==> src/rtl/alu_slice_pkg.sv <==
package alu_slice_pkg;

  localparam int SEL_W = 4;

  localparam logic [SEL_W-1:0] OP_SUB   = 4'b0110;
  localparam logic [SEL_W-1:0] OP_ADD   = 4'b1001;
  localparam logic [SEL_W-1:0] OP_XOR_L = 4'b0110;

  // Enables for the two per-bit operand terms and the logic-mode carry override.
  typedef struct packed {
    logic xTakeB;      // upper term includes A&B-side of B
    logic xTakeNotB;   // upper term includes ~B
    logic yTakeANotB;  // lower term includes A&~B
    logic yTakeAB;     // lower term includes A&B
    logic carryKill;   // logic mode: chain replaced by a constant
  } sliceCtl_t;

endpackage

==> src/rtl/alu_slice_ctrl.sv <==
module alu_slice_ctrl
  import alu_slice_pkg::*;
(
  input  logic [SEL_W-1:0] funcSel,
  input  logic             logicMode,
  output sliceCtl_t        ctl
);

  // Each code bit steers one product term; the mode bit overrides the chain.
  always_comb begin
    ctl.xTakeB     = funcSel[0];
    ctl.xTakeNotB  = funcSel[1];
    ctl.yTakeANotB = funcSel[2];
    ctl.yTakeAB    = funcSel[3];
    ctl.carryKill  = logicMode;
  end

endmodule

==> src/rtl/alu_slice_cla.sv <==
module alu_slice_cla #(
  parameter int WIDTH = 4
) (
  input  logic [WIDTH-1:0] prop,
  input  logic [WIDTH-1:0] gen,
  input  logic             carryIn,
  output logic [WIDTH:0]   carry,
  output logic             groupProp,
  output logic             groupGen
);

  // Sum-of-products carry into position top+1: no term depends on another carry.
  function automatic logic reachCarry(input logic [WIDTH-1:0] p,
                                      input logic [WIDTH-1:0] g,
                                      input logic             c0,
                                      input int               top);
    logic acc;
    logic chain;
    acc = c0;
    for (int j = 0; j <= top; j++) acc = acc & p[j];
    for (int j = 0; j <= top; j++) begin
      chain = g[j];
      for (int k = j + 1; k <= top; k++) chain = chain & p[k];
      acc = acc | chain;
    end
    return acc;
  endfunction

  assign carry[0] = carryIn;

  for (genvar i = 0; i < WIDTH; i++) begin : gCarry
    assign carry[i+1] = reachCarry(prop, gen, carryIn, i);
  end

  assign groupProp = &prop;
  assign groupGen  = reachCarry(prop, gen, 1'b0, WIDTH - 1);

endmodule

==> src/rtl/alu_slice_dp.sv <==
module alu_slice_dp
  import alu_slice_pkg::*;
#(
  parameter int WIDTH = 4
) (
  input  logic [WIDTH-1:0] opA,
  input  logic [WIDTH-1:0] opB,
  input  sliceCtl_t        ctl,
  input  logic             carryIn,
  output logic [WIDTH-1:0] result,
  output logic             carryOut,
  output logic             groupProp,
  output logic             groupGen
);

  logic [WIDTH-1:0] upperTerm;
  logic [WIDTH-1:0] lowerTerm;
  logic [WIDTH:0]   carry;

  // lowerTerm always implies upperTerm, so upper acts as propagate and lower as generate.
  for (genvar i = 0; i < WIDTH; i++) begin : gBit
    assign upperTerm[i] = opA[i]
                        | (opB[i] & ctl.xTakeB)
                        | (~opB[i] & ctl.xTakeNotB);
    assign lowerTerm[i] = (opA[i] & opB[i] & ctl.yTakeAB)
                        | (opA[i] & ~opB[i] & ctl.yTakeANotB);
    assign result[i]    = upperTerm[i] ^ lowerTerm[i] ^ (ctl.carryKill | carry[i]);
  end

  alu_slice_cla #(.WIDTH(WIDTH)) cla_i (
    .prop     (upperTerm),
    .gen      (lowerTerm),
    .carryIn  (carryIn),
    .carry    (carry),
    .groupProp(groupProp),
    .groupGen (groupGen)
  );

  assign carryOut = carry[WIDTH];

endmodule

==> src/rtl/alu_slice_top.sv <==
module alu_slice_top
  import alu_slice_pkg::*;
#(
  parameter int WIDTH = 4
) (
  input  logic [WIDTH-1:0] opA,
  input  logic [WIDTH-1:0] opB,
  input  logic [SEL_W-1:0] funcSel,
  input  logic             logicMode,
  input  logic             carryInN,
  output logic [WIDTH-1:0] result,
  output logic             carryOutN,
  output logic             groupPropN,
  output logic             groupGenN,
  output logic             allOnes
);

  sliceCtl_t ctl;
  logic      carryOutHi;
  logic      groupPropHi;
  logic      groupGenHi;

  alu_slice_ctrl ctrl_i (
    .funcSel  (funcSel),
    .logicMode(logicMode),
    .ctl      (ctl)
  );

  alu_slice_dp #(.WIDTH(WIDTH)) dp_i (
    .opA      (opA),
    .opB      (opB),
    .ctl      (ctl),
    .carryIn  (~carryInN),
    .result   (result),
    .carryOut (carryOutHi),
    .groupProp(groupPropHi),
    .groupGen (groupGenHi)
  );

  assign carryOutN  = ~carryOutHi;
  assign groupPropN = ~groupPropHi;
  assign groupGenN  = ~groupGenHi;
  assign allOnes    = &result;

endmodule

==> config.mk <==
export PLATFORM = sky130hd
export DESIGN_NAME = alu_slice_top
export DESIGN_NICKNAME = d
export VERILOG_FILES = /design/src/rtl/alu_slice_pkg.sv /design/src/rtl/alu_slice_ctrl.sv /design/src/rtl/alu_slice_cla.sv /design/src/rtl/alu_slice_dp.sv /design/src/rtl/alu_slice_top.sv
export SDC_FILE = /design/constraint.sdc
export NUM_CORES = 1
export LEC_CHECK = 0
export BUFFER_PORTS_ARGS = -buffer_cell sky130_fd_sc_hd__buf_2
export CAP_MARGIN = 20
export CORE_AREA = 3 3 40 42
export DETAILED_ROUTE_END_ITERATION = 8
export DIE_AREA = 0 0 43 45
export GPL_TIMING_DRIVEN = 0
export MAX_ROUTING_LAYER = met4
export PLACE_DENSITY = 0.69
export SLEW_MARGIN = 15
export SYNTH_ARGS = -nofsm -noshare
export SYNTH_HDL_FRONTEND = slang
export SYNTH_SLANG_ARGS = --single-unit
==> constraint.sdc <==
create_clock -name vclk -period 1.86
set_input_delay 0.372 -clock vclk [all_inputs]
set_output_delay 0.372 -clock vclk [all_outputs]
set_load 0.01 [all_outputs]
# --- Word level (Yosys, flattened, before mapping) ---
# Index checks and enable logic that the tools add are counted.
word_totals:
  register_bits: 0
  output_inout_bits: 8
op_classes:
  bitwise_logic: 79
  reduce_logical: 2
ops:
  columns: ["cell", "count"]
  rows:
  - ["bitwise AND 1 bit", 34]
  - ["bitwise OR 1 bit", 29]
  - ["NOT 1 bit", 8]
  - ["AND reduction 4 bit", 2]
  - ["XOR 1 bit", 8]

# --- Logic depth before layout (Yosys ltp) ---
depth:
  depth_word: 12
  mapped_depth: 5
  depth_no_buf: 5

# --- Hierarchy ---
# A second synthesis with hierarchy kept.
unflattened:
  hier_cells: 51
  area_unflattened_um2: 402.9
by_module_without_submodules:
  columns: ["mod", "n_inst", "cells_per_inst", "area_per_inst_um2"]
  rows:
  - ["alu_slice_dp", 1, 30, 274.0]
  - ["alu_slice_cla", 1, 11, 67.6]
  - ["alu_slice_ctrl", 1, 5, 37.5]
  - ["alu_slice_top", 1, 5, 23.8]

# --- Least setup slack after synthesis ---
# OpenSTA, ideal clock, no wires.
synth_timing:
  path_kind: "in2out"
  startpoint: "input opB[2]"
  endpoint: "output allOnes"
  arrival_time_ns: 1.396
  setup_slack_ns: 0.092
  path_stages: 5
  path_buffers: 0
  path_cell_list: "mux2_2 and2_4 nor2_1 nand4_1 a32oi_1"
synth_between:
  elab_chain_len: 10
  word_cells_on_any_way: 21
synth_lines:
  columns: ["element", "line", "rtl"]
  rows:
  - ["start: declaration", "alu_slice_top.sv:7", "input logic [WIDTH-1:0] opB,"]
  - ["bitwise AND 1 bit or NOT 1 bit (tied branches)", "alu_slice_dp.sv:23, alu_slice_dp.sv:24, alu_slice_dp.sv:26", null]
  - ["bitwise OR 1 bit or bitwise AND 1 bit (tied branches)", "alu_slice_dp.sv:23, alu_slice_dp.sv:24", null]
  - ["bitwise OR 1 bit", "alu_slice_dp.sv:24", "| (~opB[i] & ctl.xTakeNotB);"]
  - ["bitwise AND 1 bit, on equally long branches", "alu_slice_cla.sv:20, alu_slice_cla.sv:23", null]
  - ["bitwise OR 1 bit (3 in a row)", "alu_slice_cla.sv:24", "acc = acc | chain;"]
  - ["bitwise OR 1 bit", "alu_slice_dp.sv:27", "assign result[i] = upperTerm[i] ^ lowerTerm[i] ^ (ctl.carryKill | carry[i]);"]
  - ["XOR 1 bit", "alu_slice_dp.sv:27", null]
  - ["AND reduction 4 bit (*)", "alu_slice_top.sv:43", "assign allOnes = &result;"]
  - ["end: declaration", "alu_slice_top.sv:15", "output logic allOnes"]
# Mark *: on every way between the ends. The rest lies on a longest branch, timed or not.

# --- Final worst setup path ---
layout_timing:
  startpoint: "input funcSel[1]"
  endpoint: "output allOnes"
layout_between:
  elab_chain_len: 11
  word_cells_on_any_way: 32
layout_lines:
  columns: ["element", "line", "rtl"]
  rows:
  - ["start: declaration", "alu_slice_top.sv:8", "input logic [SEL_W-1:0] funcSel,"]
  - ["bitwise AND 1 bit", "alu_slice_dp.sv:24", null]
  - ["bitwise OR 1 bit", "alu_slice_dp.sv:24", null]
  - ["bitwise AND 1 bit (3 in a row)", "alu_slice_cla.sv:20", "for (int j = 0; j <= top; j++) acc = acc & p[j];"]
  - ["bitwise OR 1 bit (3 in a row)", "alu_slice_cla.sv:24", null]
  - ["bitwise OR 1 bit", "alu_slice_dp.sv:27", null]
  - ["XOR 1 bit", "alu_slice_dp.sv:27", null]
  - ["AND reduction 4 bit (*)", "alu_slice_top.sv:43", null]
# Marks and branches as above.

==> results.yml <==
status:
  status: "complete, but fails checks"
  violations: "setup timing"
power_and_ir_drop:
  p_leak_nw: 0.272
  vdd_drop_max_v: 0.000156
  p_clk_share_pct: 0
  power_frac_seq_pct: 0
  intPower_uw: 109
  p_sw_share_pct: 49.6
  p_comb_share_pct: 100.0
  p_sw_uw: 108
  p_per_area_nw_per_um2: 326
  power.total_uw: 217
global_routing:
  grtUsageTotal_pct: 12.8
  grt_overflow_total: 0
  antenna_found_initial: 0
  grt_pass1_vias: 480
  grt_pass1_wl_mm: 1.97
  grt_max_degree: 8
sta:
  hold_viol: 0
  worst_pin_slew_ns: 0.339
  rsz0062_at_grt: "yes"
  fin_ws_ns: -0.119
  setup_violations: 4
  fin_crit_sh_pct: 106
  fin_tns_setup_ns: -0.343
  max_freq_mhz: 505
  drv_slew: 0
  min_period_ns: 1.98
  slew_headroom_pct: 77.3
synth:
  synth_nets: 72
  postSynthAreaPerCell_um2: 7.49
  ys_warn_count: 0
  ys_seq_area_share_pct: 0
  synth_area_um2: 434
  yosysUniqueCellTypes: 29
  synthCells: 58
setup_path:
  critical-path-max-stage-delay_ns: 0.27
  cp.required_ns: 1.49
  crit_arrival_ns: 1.61
  cp_slowest_cell: "o31ai_4"
  end_kind: "output port"
  worst_setup_path_start_kind: "input pin"
  path_class: "input pin to output port"
  cp_max_fo: 6
  crit_chain: "buf_8 > and2b_4 > o31ai_4 > a31oi_4 > nand4b_1 > a32oi_1 > buf_2"
layout:
  nFlopsAndLatches: 0
  drive_gt1_share_pct: 56.6
  clock_buffer_count: 0
  finalNonFillerCells: 98
  area_growth_syn_to_layout_pct: 53.3
  nets: 99
  seqCellArea_um2: 0
  final_common_cell: "buf_2"
  mostFrequentLayoutCells: "buf_2 (18), nor2_1 (6), nand2_1 (6)"
  antennaDiodeCount: 0
floorplan:
  ios: 22
  num_rows: 13
  dieArea_um2: 1940
  coreArea_um2: 1280
  start_util_pct: 33.8
  die_h_um: 45
  die_width_um: 43
detailed_routing:
  dr_total_vias: 511
  ant_nets: 0
  wl_per_cell_um: 11.9
  first_pass_iters: 3
  drt_wl_total_mm: 1.17
  drc_errors: 0
  routed_via_density: 5.21
  drtIter0Drc: 2
flow_run:
  max_cap_viol_count: 0
clock_network:
  hold_buffers: 0
placement:
  gp_congestion: 0.753
  port_buffers: 22
  place_hpwl_um: 872
  placed_cells: 95
min_path:
  hp-class: "input pin to output port"
[path summary, 6_finish.rpt]
check,cells after the start,slack [ns],start,endpoint
setup / recovery,7,-0.12,funcSel[1],allOnes
hold / removal,5,1.20,opA[2],allOnes
[per-stage QoR]
step	worst slack (ns)	util [%]	hold slack [ns]	instance area (um2)
2_1_floorplan	0.0917	-	0.925	434
3_3_place_gp	-0.209	43.8	1.17	563
3_5_place_dp	-0.194	43.8	1.19	563
4_1_cts	-0.134	50.1	1.20	644
5_1_grt	-0.188	51.8	1.24	666
6_report	-0.119	51.8	1.20	666
[power groups by stage]
stage,combinational [mW],clock [mW],sequential (mW)
CTS,0.209,0,0
finish,0.217,0,0
global route,0.238,0,0
detailed placement,0.176,0,0
floorplan,0.114,0,0
global placement,0.175,0,0
[metal layers]
| metal | wire, um | global-route usage [%] |
|---|---|---|
| met2 | 620 | 24.0 |
| met5 | 0 | - |
| met1 | 485 | 16.1 |
| met4 | 0 | 0 |
| met3 | 60 | 0.797 |
[kinds of logic (layout without fill, tap and decap cells)]
kind of cell,count (synthesis),count (layout),synth area share (%)
AOI/OAI and AO/OA,17,17,34.6
and+or+nand+nor,28,28,33.7
xor gates and xnor gates,5,5,10.1
muxes,5,5,19.0
buffers and inverters,3,28,2.59
[timing repair]
item                                    CTS  global route
gates resized for setup                  12             8
buffers inserted                          3             0
endpoints found under the setup margin    5             6
pin swaps                                 7             3
[critical path, delay by kind of cell]
| family | cells | cell delay [ns] |
|---|---|---|
| simple gates | 2 | 0.37 |
| buf+inv | 2 | 0.25 |
| compound gates | 3 | 0.61 |
[layout make-up]
cell class	instances	area [um2]
Inverter	3	11.3
Multi-Input combinational cell	55	465
Timing Repair Buffer	25	170
Tap cell	15	18.8
Fill cell	129	619
[synthesized netlist by cell type, drive strengths merged]
| cell type | count | share of area [%] |
|---|---|---|
| and2 | 3 | 5.5 |
| nand4b | 1 | 2.0 |
| mux4 | 2 | 11 |
| xor2 | 1 | 2.0 |
| nand4 | 1 | 1.4 |
| a211oi | 3 | 6.3 |
| o31ai | 1 | 4.9 |
| and2b | 1 | 2.3 |
| nand3 | 1 | 1.2 |
| nor3 | 1 | 2.3 |
| a21oi | 3 | 3.5 |
| a21o | 1 | 1.7 |
| nor2b | 3 | 4.3 |
| a211o | 1 | 2.0 |
| a32oi | 1 | 2.0 |
| a2bb2oi | 1 | 2.0 |
| mux2 | 3 | 7.8 |
| a31oi | 1 | 4.9 |
| o21ai | 4 | 4.6 |
| nor2 | 10 | 8.6 |
| a21boi | 1 | 2.6 |
| xnor2 | 4 | 8.1 |
| inv | 3 | 2.6 |
| nand2 | 7 | 6.1 |
(Power assumes the default switching activity.)
